===== src/rtl/shiftadd_mul_pkg.sv =====
package shiftadd_mul_pkg;

    typedef enum logic {
        ST_IDLE = 1'b0,
        ST_RUN  = 1'b1
    } mul_state_e;

    typedef struct packed {
        logic load;
        logic step;
    } mul_cmd_t;

    function automatic int cnt_bits(input int w);
        return (w > 1) ? $clog2(w) : 1;
    endfunction

endpackage


===== src/rtl/shiftadd_mul_ctrl.sv =====
module shiftadd_mul_ctrl
    import shiftadd_mul_pkg::*;
#(
    parameter int WIDTH = 16
) (
    input  logic     clk,
    input  logic     rst,
    input  logic     start,
    output mul_cmd_t cmd,
    output logic     busy,
    output logic     done
);
    localparam int CW = cnt_bits(WIDTH);
    localparam logic [CW-1:0] LAST = CW'(WIDTH - 1);

    mul_state_e    state;
    logic [CW-1:0] step_cnt;

    always_comb begin
        cmd.load = (state == ST_IDLE) && start;
        cmd.step = (state == ST_RUN);
        busy     = (state == ST_RUN);
    end

    always_ff @(posedge clk) begin
        if (rst) begin
            state    <= ST_IDLE;
            step_cnt <= '0;
            done     <= 1'b0;
        end else begin
            done <= 1'b0;
            case (state)
                ST_IDLE: begin
                    if (start) begin
                        state    <= ST_RUN;
                        step_cnt <= '0;
                    end
                end
                default: begin
                    if (step_cnt == LAST) begin
                        state <= ST_IDLE;
                        done  <= 1'b1;
                    end else begin
                        step_cnt <= step_cnt + 1'b1;
                    end
                end
            endcase
        end
    end

    // the completion pulse lasts one cycle only
    p_done_single_r4: assert property (@(posedge clk) disable iff (rst)
        done |=> !done);

    // no completion while steps remain
    p_done_idle_r4: assert property (@(posedge clk) disable iff (rst)
        done |-> !busy);

    // a request during a run does not end or restart it early
    p_start_ignored_r7: assert property (@(posedge clk) disable iff (rst)
        (busy && start && step_cnt != LAST) |=> (busy && !done));

endmodule


===== src/rtl/shiftadd_mul_adder.sv =====
module shiftadd_mul_adder #(
    parameter int WIDTH = 16
) (
    input  logic [WIDTH-1:0] acc,
    input  logic [WIDTH-1:0] addend,
    input  logic             en,
    output logic [WIDTH:0]   sum
);
    always_comb begin
        sum = {1'b0, acc} + {1'b0, (en ? addend : {WIDTH{1'b0}})};
    end
endmodule


===== src/rtl/shiftadd_mul_dp.sv =====
module shiftadd_mul_dp
    import shiftadd_mul_pkg::*;
#(
    parameter int WIDTH = 16
) (
    input  logic             clk,
    input  logic             rst,
    input  mul_cmd_t         cmd,
    input  logic [WIDTH-1:0] mcand,
    input  logic [WIDTH-1:0] mplier,
    output logic [WIDTH-1:0] hi,
    output logic [WIDTH-1:0] lo
);
    logic [WIDTH-1:0] md;
    logic [WIDTH:0]   sum;

    shiftadd_mul_adder #(.WIDTH(WIDTH)) u_add (
        .acc    (hi),
        .addend (md),
        .en     (lo[0]),
        .sum    (sum)
    );

    always_ff @(posedge clk) begin
        if (rst) begin
            md <= '0;
            hi <= '0;
            lo <= '0;
        end else if (cmd.load) begin
            md <= mcand;
            hi <= '0;
            lo <= mplier;
        end else if (cmd.step) begin
            hi <= sum[WIDTH:1];
            lo <= {sum[0], lo[WIDTH-1:1]};
        end
    end

    // operands are captured on an accepted request
    p_load_r2: assert property (@(posedge clk) disable iff (rst)
        cmd.load |=> (hi == '0) && (lo == $past(mplier)));

    // product register holds when neither loading nor stepping
    p_hold_r6: assert property (@(posedge clk) disable iff (rst)
        (!cmd.load && !cmd.step) |=> ($stable(hi) && $stable(lo)));

endmodule


===== src/rtl/shiftadd_mul.sv =====
module shiftadd_mul
    import shiftadd_mul_pkg::*;
#(
    parameter int WIDTH = 16
) (
    input  logic             clk,
    input  logic             rst,
    input  logic             start,
    input  logic [WIDTH-1:0] mcand,
    input  logic [WIDTH-1:0] mplier,
    output logic             busy,
    output logic             done,
    output logic [WIDTH-1:0] hi,
    output logic [WIDTH-1:0] lo
);
    mul_cmd_t cmd;

    shiftadd_mul_ctrl #(.WIDTH(WIDTH)) u_ctrl (
        .clk   (clk),
        .rst   (rst),
        .start (start),
        .cmd   (cmd),
        .busy  (busy),
        .done  (done)
    );

    shiftadd_mul_dp #(.WIDTH(WIDTH)) u_dp (
        .clk    (clk),
        .rst    (rst),
        .cmd    (cmd),
        .mcand  (mcand),
        .mplier (mplier),
        .hi     (hi),
        .lo     (lo)
    );

endmodule


===== config.mk =====
export PLATFORM = sky130hd
export DESIGN_NAME = shiftadd_mul
export DESIGN_NICKNAME = d
export VERILOG_FILES = /design/src/rtl/shiftadd_mul_pkg.sv /design/src/rtl/shiftadd_mul_ctrl.sv /design/src/rtl/shiftadd_mul_adder.sv /design/src/rtl/shiftadd_mul_dp.sv /design/src/rtl/shiftadd_mul.sv
export SDC_FILE = /design/constraint.sdc
export NUM_CORES = 1
export LEC_CHECK = 0
export BUFFER_PORTS_ARGS = -buffer_cell sky130_fd_sc_hd__clkbuf_2
export CORE_MARGIN = 2
export CORE_UTILIZATION = 40
export CTS_CLUSTER_SIZE = 40
export DETAILED_ROUTE_END_ITERATION = 8
export GPL_TIMING_DRIVEN = 0
export SETUP_SLACK_MARGIN = 0.1
export SYNTH_ARGS = -nofsm -noshare
export SYNTH_HDL_FRONTEND = slang
export SYNTH_HIERARCHICAL = 1
export SYNTH_SLANG_ARGS = --single-unit

===== constraint.sdc =====
create_clock -name clk -period 3.75 [get_ports clk]
set_clock_uncertainty 0.2 [all_clocks]
set_input_delay 0.5625 -clock clk [delete_from_list [all_inputs] [get_ports clk]]
set_output_delay 0.5625 -clock clk [all_outputs]
set_load 0.02 [all_outputs]

; Word level (Yosys, flattened, before mapping)
; Index checks and enable logic that the tools add are counted.
[totals]
register_bits = 54
latchBits = 0
ramBits = 0
rom_bits = 0
in_bits = 35
memories = 0
[classes]
add_sub_neg = 2
mul = 0
div_mod_pow = 0
order_cmp = 0
eq_ne = 2
n_shift = 0
n_mux = 10
n_bitwise = 1
n_reduce_logical = 6
[op_table]
columns = cell, n
row1 = $mux 16, 3
row2 = $add 16x16->17, 1
row3 = $mux 4, 3
row4 = $add 4x1->4 const B, 1
row5 = $eq 4x4->1 const B, 1
row6 = $mux 1, 4
row7 = $reduce_bool 2->1, 2
row8 = $reduce_or 2->1, 2
row9 = $ne 2x2->1 const B, 1
row10 = $reduce_and 2->1, 1
row11 = $logic_and 1x1->1, 1
row12 = $not 1->1, 1

; Longest topological paths before layout
; Gate-level depths: netlist of the first run.
[depth]
depth_word = 4
mapped_depth = 11
ltp_nobuf = 10

; Cells and area by module
; Netlist of the first run, hierarchy kept.
[by_module_without_submodules]
columns = module, n_inst, cells_per_inst, area_each_um2
row1 = shiftadd_mul_dp, 1, 177, 1925.6
row2 = shiftadd_mul_adder, 1, 127, 959.7
row3 = shiftadd_mul_ctrl, 1, 28, 259.0

; Least setup slack after synthesis of the first run
; Ideal clock, no wire load.
[synth_path]
kind = register to register
startpoint = reg u_dp.lo[0]
endpoint = reg u_dp.hi[11]
setup_ns = 0.115
arrival_time_ns = 2.429
setup_slack_ns = 1.006
path_stages_with_launch = 12
period_less_slack_ns = 2.744
path_cell_list = dfxtp_1 > clkbuf_1 > and2_1 > ha_1 > fa_1 > a21o_1 > a221oi_2 > o21ai_2 > a21oi_2 > xnor2_1 > mux2i_1 > nor2_2
[synth_between]
elab_chain_cells = 2
[synth_rtl]
columns = element, line
row1 = start: declaration, shiftadd_mul_dp.sv:12  ; output logic [WIDTH-1:0] lo
row2 = start signal: assignment, shiftadd_mul_dp.sv:32  ; lo <= mplier;
row3 = start signal: assignment, shiftadd_mul_dp.sv:35  ; lo <= {sum[0], lo[WIDTH-1:1]};
row4 = $mux 16, shiftadd_mul_adder.sv:10  ; sum = {1'b0, acc} + {1'b0, (en ? addend : {WIDTH{1'b0}})};
row5 = $add 16x16->17, shiftadd_mul_adder.sv:10
row6 = net u_dp.sum[12], shiftadd_mul_dp.sv:15  ; logic [WIDTH:0] sum;
row7 = end signal: assignment, shiftadd_mul_dp.sv:34  ; hi <= sum[WIDTH:1];
row8 = end: declaration, shiftadd_mul_dp.sv:11  ; output logic [WIDTH-1:0] hi,
; The timed path passes the listed nets, and every way through them passes these cells.
; A chain may end at the register's enable or synchronous reset.

; Final worst setup path of the first run
; Same ends and word-level chain as after synthesis.

==> impl_metrics.json, run 1 <==
{
  "grt_usage": 0.1638,
  "layout-drive-gt1-share": 0.2703,
  "routed_wl_mm": 7.022,
  "ctsResizeCount": 0,
  "antenna_cells": 0,
  "fill_cells": 807,
  "worstPathCellList": "clkbuf_1 -> and2_1 -> ha_1 -> fa_1 -> a21o_1 -> a221oi_2 -> o21ai_2 -> a21oi_2 -> xnor2_1 -> mux2i_1 -> nor2_2",
  "synth_cell_types": 49,
  "cp.buffers_inverters": 1,
  "hold_class": "in2reg",
  "ys.flop_type": "dfxtp_1",
  "clk_pin_slew_ns": 0.10,
  "nets": 460,
  "r2r_cells": 11,
  "grt_pass1_wl_mm": 11.47,
  "post_cts_buffers": 0,
  "crit-reg2reg-launch": "u_dp/lo[0]",
  "cts-buffers-inserted": 5,
  "maxSlewViolCount": 0,
  "cts_root_buf": "clkbuf_8",
  "p_leak_nw": 1.741,
  "clock-sinks": 54,
  "grt_max_degree": 16,
  "io_pins": 69,
  "start_util": 0.4090,
  "critical_path.max_stage_delay_ns": 0.42,
  "first_iter_violations": 75,
  "worst_setup_path_start_kind": "flop",
  "drt-wirelength-per-cell_um": 13.80,
  "hold_buffers": 0,
  "holdPathStages": 3,
  "drt-vias-per-instance": 5.126,
  "syn_area_um2": 3144,
  "ys_warn_count": 6,
  "startpoint": "u_dp/lo[0]",
  "crit_fanout": 10,
  "rows": 32,
  "syn2layout_area_growth_pct": 17.43,
  "synth-edff-count": 0,
  "arrival_ns": 3.08,
  "dp_hpwl_mm": 5.424,
  "finalSetupTns_ns": 0,
  "status": "finished clean",
  "setup_viol": 0,
  "die_area_um2": 8586,
  "tightest_slew_ns": 0.5366,
  "required_ns": 3.76,
  "fmax_mhz": 326.0,
  "ys_ff_latch": 54,
  "endpoint_kind": "flop",
  "seq_area_frac_synth": 0.3438,
  "ir_drop_v": 0.0001671,
  "place.gp.congestion": 0.8675,
  "core_um2": 7687,
  "r2r_end": "u_dp/hi[11]",
  "final-hold-violation-count": 0,
  "period_share": 0.8179,
  "cts_tree": "yes",
  "die_w_um": 92.66,
  "cap_viol_max_count": 0,
  "syn_area_per_cell_um2": 9.471,
  "slew_headroom": 0.6406,
  "reg2reg_slack_ns": 0.68,
  "die_y_um": 92.66,
  "grt_pass1_vias": 2492,
  "postSynth.asyncResetShare": 0,
  "io_buffers": 68,
  "power.density_nw_per_um2": 307.6,
  "worstSetupPathType": "reg2reg",
  "grt_setup_unrepaired": "false",
  "period_minus_slack_ns": 3.067,
  "fin_hold_ws_ns": 0.2885,
  "antenna_found_initial": 0,
  "critPathCapture": "u_dp/hi[11]",
  "drcViolationCount": 0,
  "vias": 2609,
  "clock_latency_ns": 0.31,
  "firstDrtPassIters": 4,
  "synth_cells": 332,
  "path_delay_family": "compound AO/OA/AOI/OAI gates",
  "drtAntennaViolNets": 0,
  "critPathSlowestCell": "fa_1",
  "path_depth": 11,
  "clk_path_buf_depth": 2,
  "htree_levels": 2,
  "overflow": 0,
  "syn_nets": 385
}
[placed cells by master (no fill, tap or decap), types with 3 or more instances in the layout]
cell / instances
nand3_1: 6
nor2b_1: 18
clkbuf_2: 68
a21oi_1: 9
and3_1: 4
ha_1: 17
a21o_1: 9
a211oi_1: 20
nor3_1: 6
o21ai_0: 5
nand4_1: 3
and2_1: 17
buf_4: 3
dfxtp_1: 54
xnor2_1: 6
nor2_1: 27
buf_6: 5
buf_2: 9
nand2_1: 4
o211ai_1: 3
nor2_2: 10
clkbuf_8: 5
xor2_1: 4
nor4_1: 4
mux2i_1: 48
inv_1: 6
clkbuf_1: 8
[metal layers]
metal | up-vias | track usage | wire, um | part of all wire
met2 | 62 | 0.2883 | 3428 | 0.49
met3 | 9 | 0.03580 | 384 | 0.055
met4 | 0 | 0.05760 | 130 | 0.019
met5 | - | 0 | 0 | 0
met1 | 1192 | 0.1965 | 3079 | 0.44
li1 | 1346 | - | - | -
[how the worst min path moves through the flow]
stage | from | to | slack [ns]
after global routing | mcand[14] | u_dp/md[14] | 0.30
after CTS | mcand[15] | u_dp/md[15] | 0.29
after floorplan | u_dp/md[15] | u_dp/md[15] | 0.25
final | mcand[13] | u_dp/md[13] | 0.29
after global placement | u_dp/md[1] | u_dp/md[1] | 0.26
after detailed placement | u_dp/md[11] | u_dp/md[11] | 0.28
[cell families after synthesis]
family,Yosys count,share of synthesized area
compound gates,65,0.1564
flops,54,0.3438
fa+ha+maj,18,0.07401
buf+inv,31,0.05969
xor+xnor,10,0.02785
simple gates,106,0.1854
mux,48,0.1528
[worst reg2reg max path, cell delays in order (launching register included)]
cell      delay (ns)
dfxtp_1         0.41
clkbuf_1        0.25
and2_1          0.19
ha_1            0.21
fa_1            0.42
a21o_1          0.22
a221oi_2        0.40
o21ai_2         0.16
a21oi_2         0.20
xnor2_1         0.08
mux2i_1         0.18
nor2_2          0.04
[Yosys cell counts, types with 2 or more instances]
| library cell | count | area, um2 |
|---|---|---|
| dfxtp_1 | 54 | 1081 |
| mux2i_1 | 48 | 480.5 |
| nor2_1 | 27 | 101.4 |
| a211oi_1 | 20 | 150.1 |
| nor2b_1 | 18 | 112.6 |
| and2_1 | 17 | 106.4 |
| ha_1 | 17 | 212.7 |
| nor2_2 | 10 | 62.56 |
| a21o_1 | 9 | 67.56 |
| a21oi_1 | 9 | 45.04 |
| buf_2 | 9 | 45.04 |
| clkbuf_1 | 7 | 26.28 |
| inv_1 | 6 | 22.52 |
| nand3_1 | 6 | 30.03 |
| nor3_1 | 6 | 30.03 |
| xnor2_1 | 6 | 52.55 |
| buf_6 | 5 | 56.30 |
| o21ai_0 | 5 | 25.02 |
| and3_1 | 4 | 25.02 |
| nand2_1 | 4 | 15.01 |
| nor4_1 | 4 | 25.02 |
| xor2_1 | 4 | 35.03 |
| buf_4 | 3 | 22.52 |
| nand4_1 | 3 | 18.77 |
| o211ai_1 | 3 | 22.52 |
| a21oi_2 | 2 | 17.52 |
| a221oi_2 | 2 | 30.03 |
| a41oi_1 | 2 | 17.52 |
| nor3b_1 | 2 | 15.01 |
[through the flow]
stage	utilization	cell area (um2)	setup slack, ns	cells	total power, W
3_5_place_dp	0.4699	3612	0.6909	502	0.0008351
3_3_place_gp	0.4699	3612	0.6949	502	0.0008306
5_1_grt	0.4803	3692	0.4456	509	0.001191
4_1_cts	0.4803	3692	0.6559	509	0.001148
2_1_floorplan	-	3144	1.006	332	0.0007701
6_report	0.4803	3692	0.6827	509	0.001136
[power by group]
part           total (W)  internal, W  switching, W
Clock           0.000316     0.000129      0.000188
Sequential      0.000624     0.000602     0.0000221
Combinational   0.000195    0.0000892      0.000106
Total            0.00114     0.000820      0.000316
[cell type report]
type,instances,area (um2),area share
Timing Repair Buffer,68,340.3,0.09217
Sequential cell,54,1081,0.2928
Inverter,6,22.52,0.006100
Clock inverter,1,7.507,0.002033
Multi-Input combinational cell,247,1876,0.5080
Buffer,25,165.2,0.04473
Clock buffer,6,72.57,0.01965
Tap cell,102,127.6,0.03456
[flip-flops by register name, summed over array words and instances (netlist names)]
| register | flops |
|---|---|
| u_dp/md | 16 |
| u_dp/lo | 16 |
| u_dp/hi | 16 |
| u_ctrl/step_cnt | 4 |
| u_ctrl/busy | 1 |
| u_ctrl/done | 1 |
No activity file was read; power rests on OpenSTA's default activity.
==> run 2, diff against run 1 <==
ABC_AREA = 1   (was default)
clock period = 2.9 ns   (was 3.75 ns; I/O delays follow)
==> impl_metrics.json, run 2 <==
{
  "synth_compound_area_frac": 0.09468,
  "htree_levels": 2,
  "die_y_um": 96.33,
  "overflow": 0,
  "min_from": "mcand[13]",
  "reg2reg_slack_ns": 0.36,
  "final_area_um2": 4006,
  "synth_cell_types": 33,
  "grt_setup_unrepaired": "false",
  "regArea_um2": 1081,
  "drt-vias-per-instance": 4.590,
  "routed_wl_mm": 8.254,
  "r2r_end": "u_dp/hi[13]",
  "firstDrtPassIters": 4,
  "min_delay_worst_endpoint": "u_dp/md[13]",
  "worstPathCellList": "clkbuf_2 -> clkbuf_4 -> nand2_1 -> inv_1 -> ha_1 -> fa_1 -> nand2_1 -> nand2_1 -> nand3b_1 -> nand2_2 -> nand2_1 -> nand2_1 -> nand2_1 -> nand2_1 -> o21ai_1 -> nor2_1",
  "io_buffers": 68,
  "fill_cells": 886,
  "synth_top_family_by_area": "simple AND/OR/NAND/NOR gates",
  "antenna_found_initial": 0,
  "critical_path.max_stage_delay_ns": 0.41,
  "required_ns": 2.91,
  "syn_area_um2": 3410,
  "grt_max_degree": 18,
  "ys_ff_latch": 54,
  "drcViolationCount": 0,
  "tightest_slew_ns": 0.4583,
  "p_leak_nw": 2.330,
  "slew_headroom": 0.6944,
  "finalSetupTns_ns": 0,
  "yosysTopAreaCell": "dfxtp_1",
  "die_w_um": 96.33,
  "drt-wirelength-per-cell_um": 11.58,
  "cts_root_buf": "clkbuf_8",
  "clock-sinks": 54,
  "seq_area_frac_synth": 0.3171,
  "cap_viol_max_count": 0,
  "grt_pass1_vias": 2939,
  "fin_hold_ws_ns": 0.1470,
  "muxShareOfSynthArea": 0,
  "final_cell_mix": "nand2_1, inv_1, nor2_1, clkbuf_2, dfxtp_1",
  "core_um2": 8258,
  "io_pins": 69,
  "cts_tree": "yes",
  "setup_viol": 0,
  "period_share": 0.8757,
  "synth_cells": 532,
  "yosys.cell_count.top_type": "nand2_1",
  "post_cts_buffers": 0,
  "rows": 33,
  "power.density_nw_per_um2": 446.7,
  "clk_path_buf_depth": 2,
  "cts-buffers-inserted": 5,
  "synth-simple-area-share": 0.3567,
  "postSynth.asyncResetShare": 0,
  "synthAdderAreaFrac": 0.06826,
  "status": "finished clean",
  "fmax_mhz": 393.8,
  "reg_top3": "u_dp/hi x16, u_dp/lo x16, u_dp/md x16",
  "clock_latency_ns": 0.31,
  "dp_hpwl_mm": 6.321,
  "die_area_um2": 9279,
  "start_util": 0.4129,
  "nets": 660,
  "synth-edff-count": 0,
  "cp.buffers_inverters": 3,
  "layout_commonest_cell": "nand2_1",
  "multiInputGateArea_um2": 1833,
  "crit_fanout": 10,
  "syn_nets": 585,
  "hold_class": "in2reg",
  "synth_xor_area_frac": 0.01798,
  "ys_warn_count": 6,
  "clk_pin_slew_ns": 0.10,
  "place.gp.congestion": 0.8562,
  "path_delay_family": "simple AND/OR/NAND/NOR gates",
  "vias": 3273,
  "place_area_um2": 3881,
  "maxSlewViolCount": 0,
  "arrival_ns": 2.55,
  "first_iter_violations": 125,
  "endpoint_kind": "flop",
  "ys.flop_type": "dfxtp_1",
  "crit-reg2reg-launch": "u_dp/lo[0]",
  "antenna_cells": 0,
  "syn_area_per_cell_um2": 6.409,
  "crit_path_frequent_cell": "nand2_1",
  "synth.top_cell.area_share": 0.3171,
  "grt_usage": 0.1856,
  "period_minus_slack_ns": 2.540,
  "syn2layout_area_growth_pct": 17.50,
  "critPathSlowestCell": "fa_1",
  "layout-drive-gt1-share": 0.2039,
  "final-hold-violation-count": 0,
  "drtAntennaViolNets": 0,
  "hold_buffers": 0,
  "synth_top_cells_by_count": "nand2_1, inv_1, nor2_1, dfxtp_1, a21oi_1",
  "holdPathStages": 3,
  "synthTopCellsByArea": "dfxtp_1, nand2_1, inv_1",
  "grt_pass1_wl_mm": 13.51,
  "r2r_cells": 16,
  "worst_setup_path_start_kind": "flop",
  "worstSetupPathType": "reg2reg",
  "ir_drop_v": 0.0003507
}
[run 2: changes by cell type in the layout (fill, tap and decap cells not counted), sizes merged, moves of 5 or more]
cell,previous run,this run
nor2b,18,0
and2,17,1
inv,6,94
nor2,37,78
xnor2,6,1
nand2,4,176
a21o,9,0
mux2i,48,0
a21oi,11,43
clkbuf,81,76
nand3,6,16
o21ai,6,17
a211oi,20,1
[run 2: logic make-up after synthesis]
| logic type | after synthesis |
|---|---|
| fa+ha+maj | 18 |
| xor+xnor | 7 |
| simple gates | 281 |
| buf+inv | 111 |
| flops | 54 |
| compound gates | 61 |
[run 2: worst max-delay path by stage]
stage,startpoint,end,slack (ns),depth (start not counted)
after floorplan,u_dp/lo[0],u_dp/hi[13],0.53,16
after global placement,u_dp/lo[0],u_dp/hi[13],0.28,16
after detailed placement,u_dp/lo[0],u_dp/hi[13],0.28,16
after CTS,u_dp/lo[0],u_dp/hi[13],0.26,16
after global routing,u_dp/lo[0],u_dp/hi[13],0.17,16
final,u_dp/lo[0],u_dp/hi[13],0.36,16
[run 2: what timing repair did]
action	4_1_cts	5_1_grt
endpoints found under the hold margin	0	0
endpoints found under the setup margin	0	2
resized for setup	0	4
[run 2: stage by stage]
step	worst slack [ns]	power, W	cells	util
finish	0.3604	0.001790	713	0.4852
global placement	0.2829	0.001250	705	0.4700
floorplan	0.5312	0.001132	532	-
CTS	0.2622	0.001820	713	0.4847
detailed placement	0.2766	0.001258	705	0.4700
global route	0.1673	0.001908	713	0.4852
[run 2: worst min-delay path: cells and delay by family]
| family | cells | cell delay (ns) |
|---|---|---|
| compound gates | 1 | 0.05 |
| buf+inv | 1 | 0.08 |
| simple gates | 1 | 0.05 |
[run 2: power breakdown]
part | switching (W) | internal (W) | total, W | leakage (nW)
clock | 0.000265 | 0.000285 | 0.000550 | 0.0618
sequential | 0.0000432 | 0.000797 | 0.000840 | 0.444
combinational | 0.000249 | 0.000150 | 0.000400 | 1.82
total | 0.000558 | 0.00123 | 0.00179 | 2.33
[run 2: routing by layer]
layer,track usage,part of all wire,vias up
li1,-,-,1761
met1,0.2374,0.46,1443
met2,0.3131,0.48,65
met3,0.04307,0.050,4
met4,0.05047,0.011,0
met5,0,0,-
[run 2: cell type report]
class / instances / area share
Multi-Input combinational cell: 367 / 0.4575
Sequential cell: 54 / 0.2698
Inverter: 93 / 0.08838
Timing Repair Buffer: 68 / 0.08495
Buffer: 18 / 0.03623
Tap cell: 105 / 0.03279
Clock buffer: 6 / 0.02061
Clock inverter: 2 / 0.009681
==> run 3, diff against run 2 <==
PLACE_DENSITY = 0.59   (was default)
==> impl_metrics.json, run 3 (synthesized netlist as in run 2, its figures left out) <==
{
  "status": "finished clean",
  "maxSlewViolCount": 0,
  "firstDrtPassIters": 5,
  "antenna_cells": 0,
  "slew_headroom": 0.6666,
  "nets": 660,
  "grt_max_degree": 18,
  "seqPwrFrac": 0.476,
  "fin_hold_ws_ns": 0.1392,
  "grt_pass1_wl_mm": 13.28,
  "io_buffers": 68,
  "clk_pin_slew_ns": 0.11,
  "final-hold-violation-count": 0,
  "overflow": 0,
  "place.gp.congestion": 0.8948,
  "die_area_um2": 9279,
  "layout-drive-gt1-share": 0.2039,
  "final_area_um2": 3995,
  "drt-wirelength-per-cell_um": 11.32,
  "post_cts_buffers": 0,
  "die_w_um": 96.33,
  "internal_power_w": 0.001205,
  "grt_pass1_vias": 2950,
  "cts_root_buf": "clkbuf_8",
  "required_ns": 2.91,
  "worstPathCellList": "clkbuf_2 -> buf_2 -> nand2_1 -> inv_1 -> ha_1 -> fa_1 -> nand2_1 -> nand2_1 -> nand3b_1 -> nand2_2 -> nand2_1 -> nand2_1 -> nand2_1 -> nand2_1 -> o21ai_0 -> nor2_1",
  "drcViolationCount": 0,
  "syn2layout_area_growth_pct": 17.17,
  "io_pins": 69,
  "crit_fanout": 10,
  "rows": 33,
  "cts_tree": "yes",
  "htree_levels": 2,
  "setup_viol": 0,
  "endpoint_kind": "flop",
  "core_um2": 8258,
  "ir_drop_v": 0.0002559,
  "finalSetupTns_ns": 0,
  "cap_viol_max_count": 0,
  "clock_latency_ns": 0.31,
  "drt-vias-per-instance": 4.612,
  "grt_usage": 0.1829,
  "worstSetupPathType": "reg2reg",
  "crit_path_frequent_cell": "nand2_1",
  "p_leak_nw": 2.326,
  "reg_top3": "u_dp/hi x16, u_dp/lo x16, u_dp/md x16",
  "cts-buffers-inserted": 5,
  "tightest_slew_ns": 0.5002,
  "hold_class": "in2reg",
  "vias": 3288,
  "switching_share": 0.3160,
  "final_cell_mix": "nand2_1, inv_1, nor2_1, clkbuf_2, dfxtp_1",
  "period_minus_slack_ns": 2.560,
  "arrival_ns": 2.57,
  "fmax_mhz": 390.6,
  "routed_wl_mm": 8.073,
  "worst_setup_path_start_kind": "flop",
  "p_total_w": 0.001762,
  "clk_path_buf_depth": 2,
  "clkPwrFrac": 0.299,
  "critPathSlowestCell": "fa_1",
  "critical_path.max_stage_delay_ns": 0.40,
  "die_y_um": 96.33,
  "start_util": 0.4129,
  "clock-sinks": 54,
  "place_area_um2": 3881,
  "first_iter_violations": 101,
  "grt_setup_unrepaired": "false",
  "dp_hpwl_mm": 6.285,
  "period_share": 0.8828,
  "p_switching_w": 0.0005569,
  "drtAntennaViolNets": 0,
  "combPwrFrac": 0.225,
  "antenna_found_initial": 0,
  "layout_commonest_cell": "nand2_1",
  "power.density_nw_per_um2": 441.1
}
run 3: cell types whose count changed in the layout (fill, tap and decap cells not counted), sizes merged:
cell    previous run  this run
buf               16        17
clkbuf            76        74
clkinv             0         1
run 3: worst paths after layout:
path / cells after the start / startpoint / slack [ns] / end
max reg2reg: 16 / u_dp/lo[0] / 0.34 / u_dp/hi[13]
min reg2reg: 2 / u_dp/md[13] / 0.27 / u_dp/md[13]
max: 16 / u_dp/lo[0] / 0.34 / u_dp/hi[13]
min: 3 / mcand[2] / 0.14 / u_dp/md[2]
run 3: power by group through the flow:
stage / clock network [W] / registers (W) / logic [W]
after floorplan: 0 / 0.000895 / 0.000237
after detailed placement: 0 / 0.000857 / 0.000399
final: 0.000527 / 0.000839 / 0.000396
after global placement: 0 / 0.000856 / 0.000395
after CTS: 0.000549 / 0.000841 / 0.000400
after global routing: 0.000574 / 0.000848 / 0.000447
run 3: metrics by stage:
step / utilization / setup slack (ns) / instances
3_5_place_dp: 0.4700 / 0.3258 / 705
3_3_place_gp: 0.4700 / 0.3108 / 705
6_report: 0.4838 / 0.3399 / 713
4_1_cts: 0.4836 / 0.3001 / 713
5_1_grt: 0.4838 / 0.1558 / 713
2_1_floorplan: - / 0.5312 / 532
run 3: metal layers:
metal  share of wire  track usage
met2            0.47       0.3038
met3           0.052      0.05168
met1            0.47       0.2314
met4           0.015      0.05164
met5               0            0
run 3: layout make-up:
cell class,instances,area [um2]
clock inverter,3,43.79
tap,105,131.4
timing repair buffer,68,340.3
multi-input combinational,367,1833
sequential,54,1081
buffer,18,142.6
fill,883,4263
clock buffer,5,68.82
inverter,93,354.1
run 3: repair_timing:
item / in CTS / in global routing
gates resized for setup: 0 / 2
hold buffers: 0 / 0
endpoints found under the setup margin: 0 / 1
run 3: critical path, delay by kind of cell (launching register included):
family / cells / cell delay (ns)
AO/OA/AOI/OAI: 1 / 0.17
AND/OR/NAND/NOR: 10 / 0.74
buffers and inverters: 3 / 0.41
adder cells (fa/ha/maj): 2 / 0.60
flip-flops: 1 / 0.34
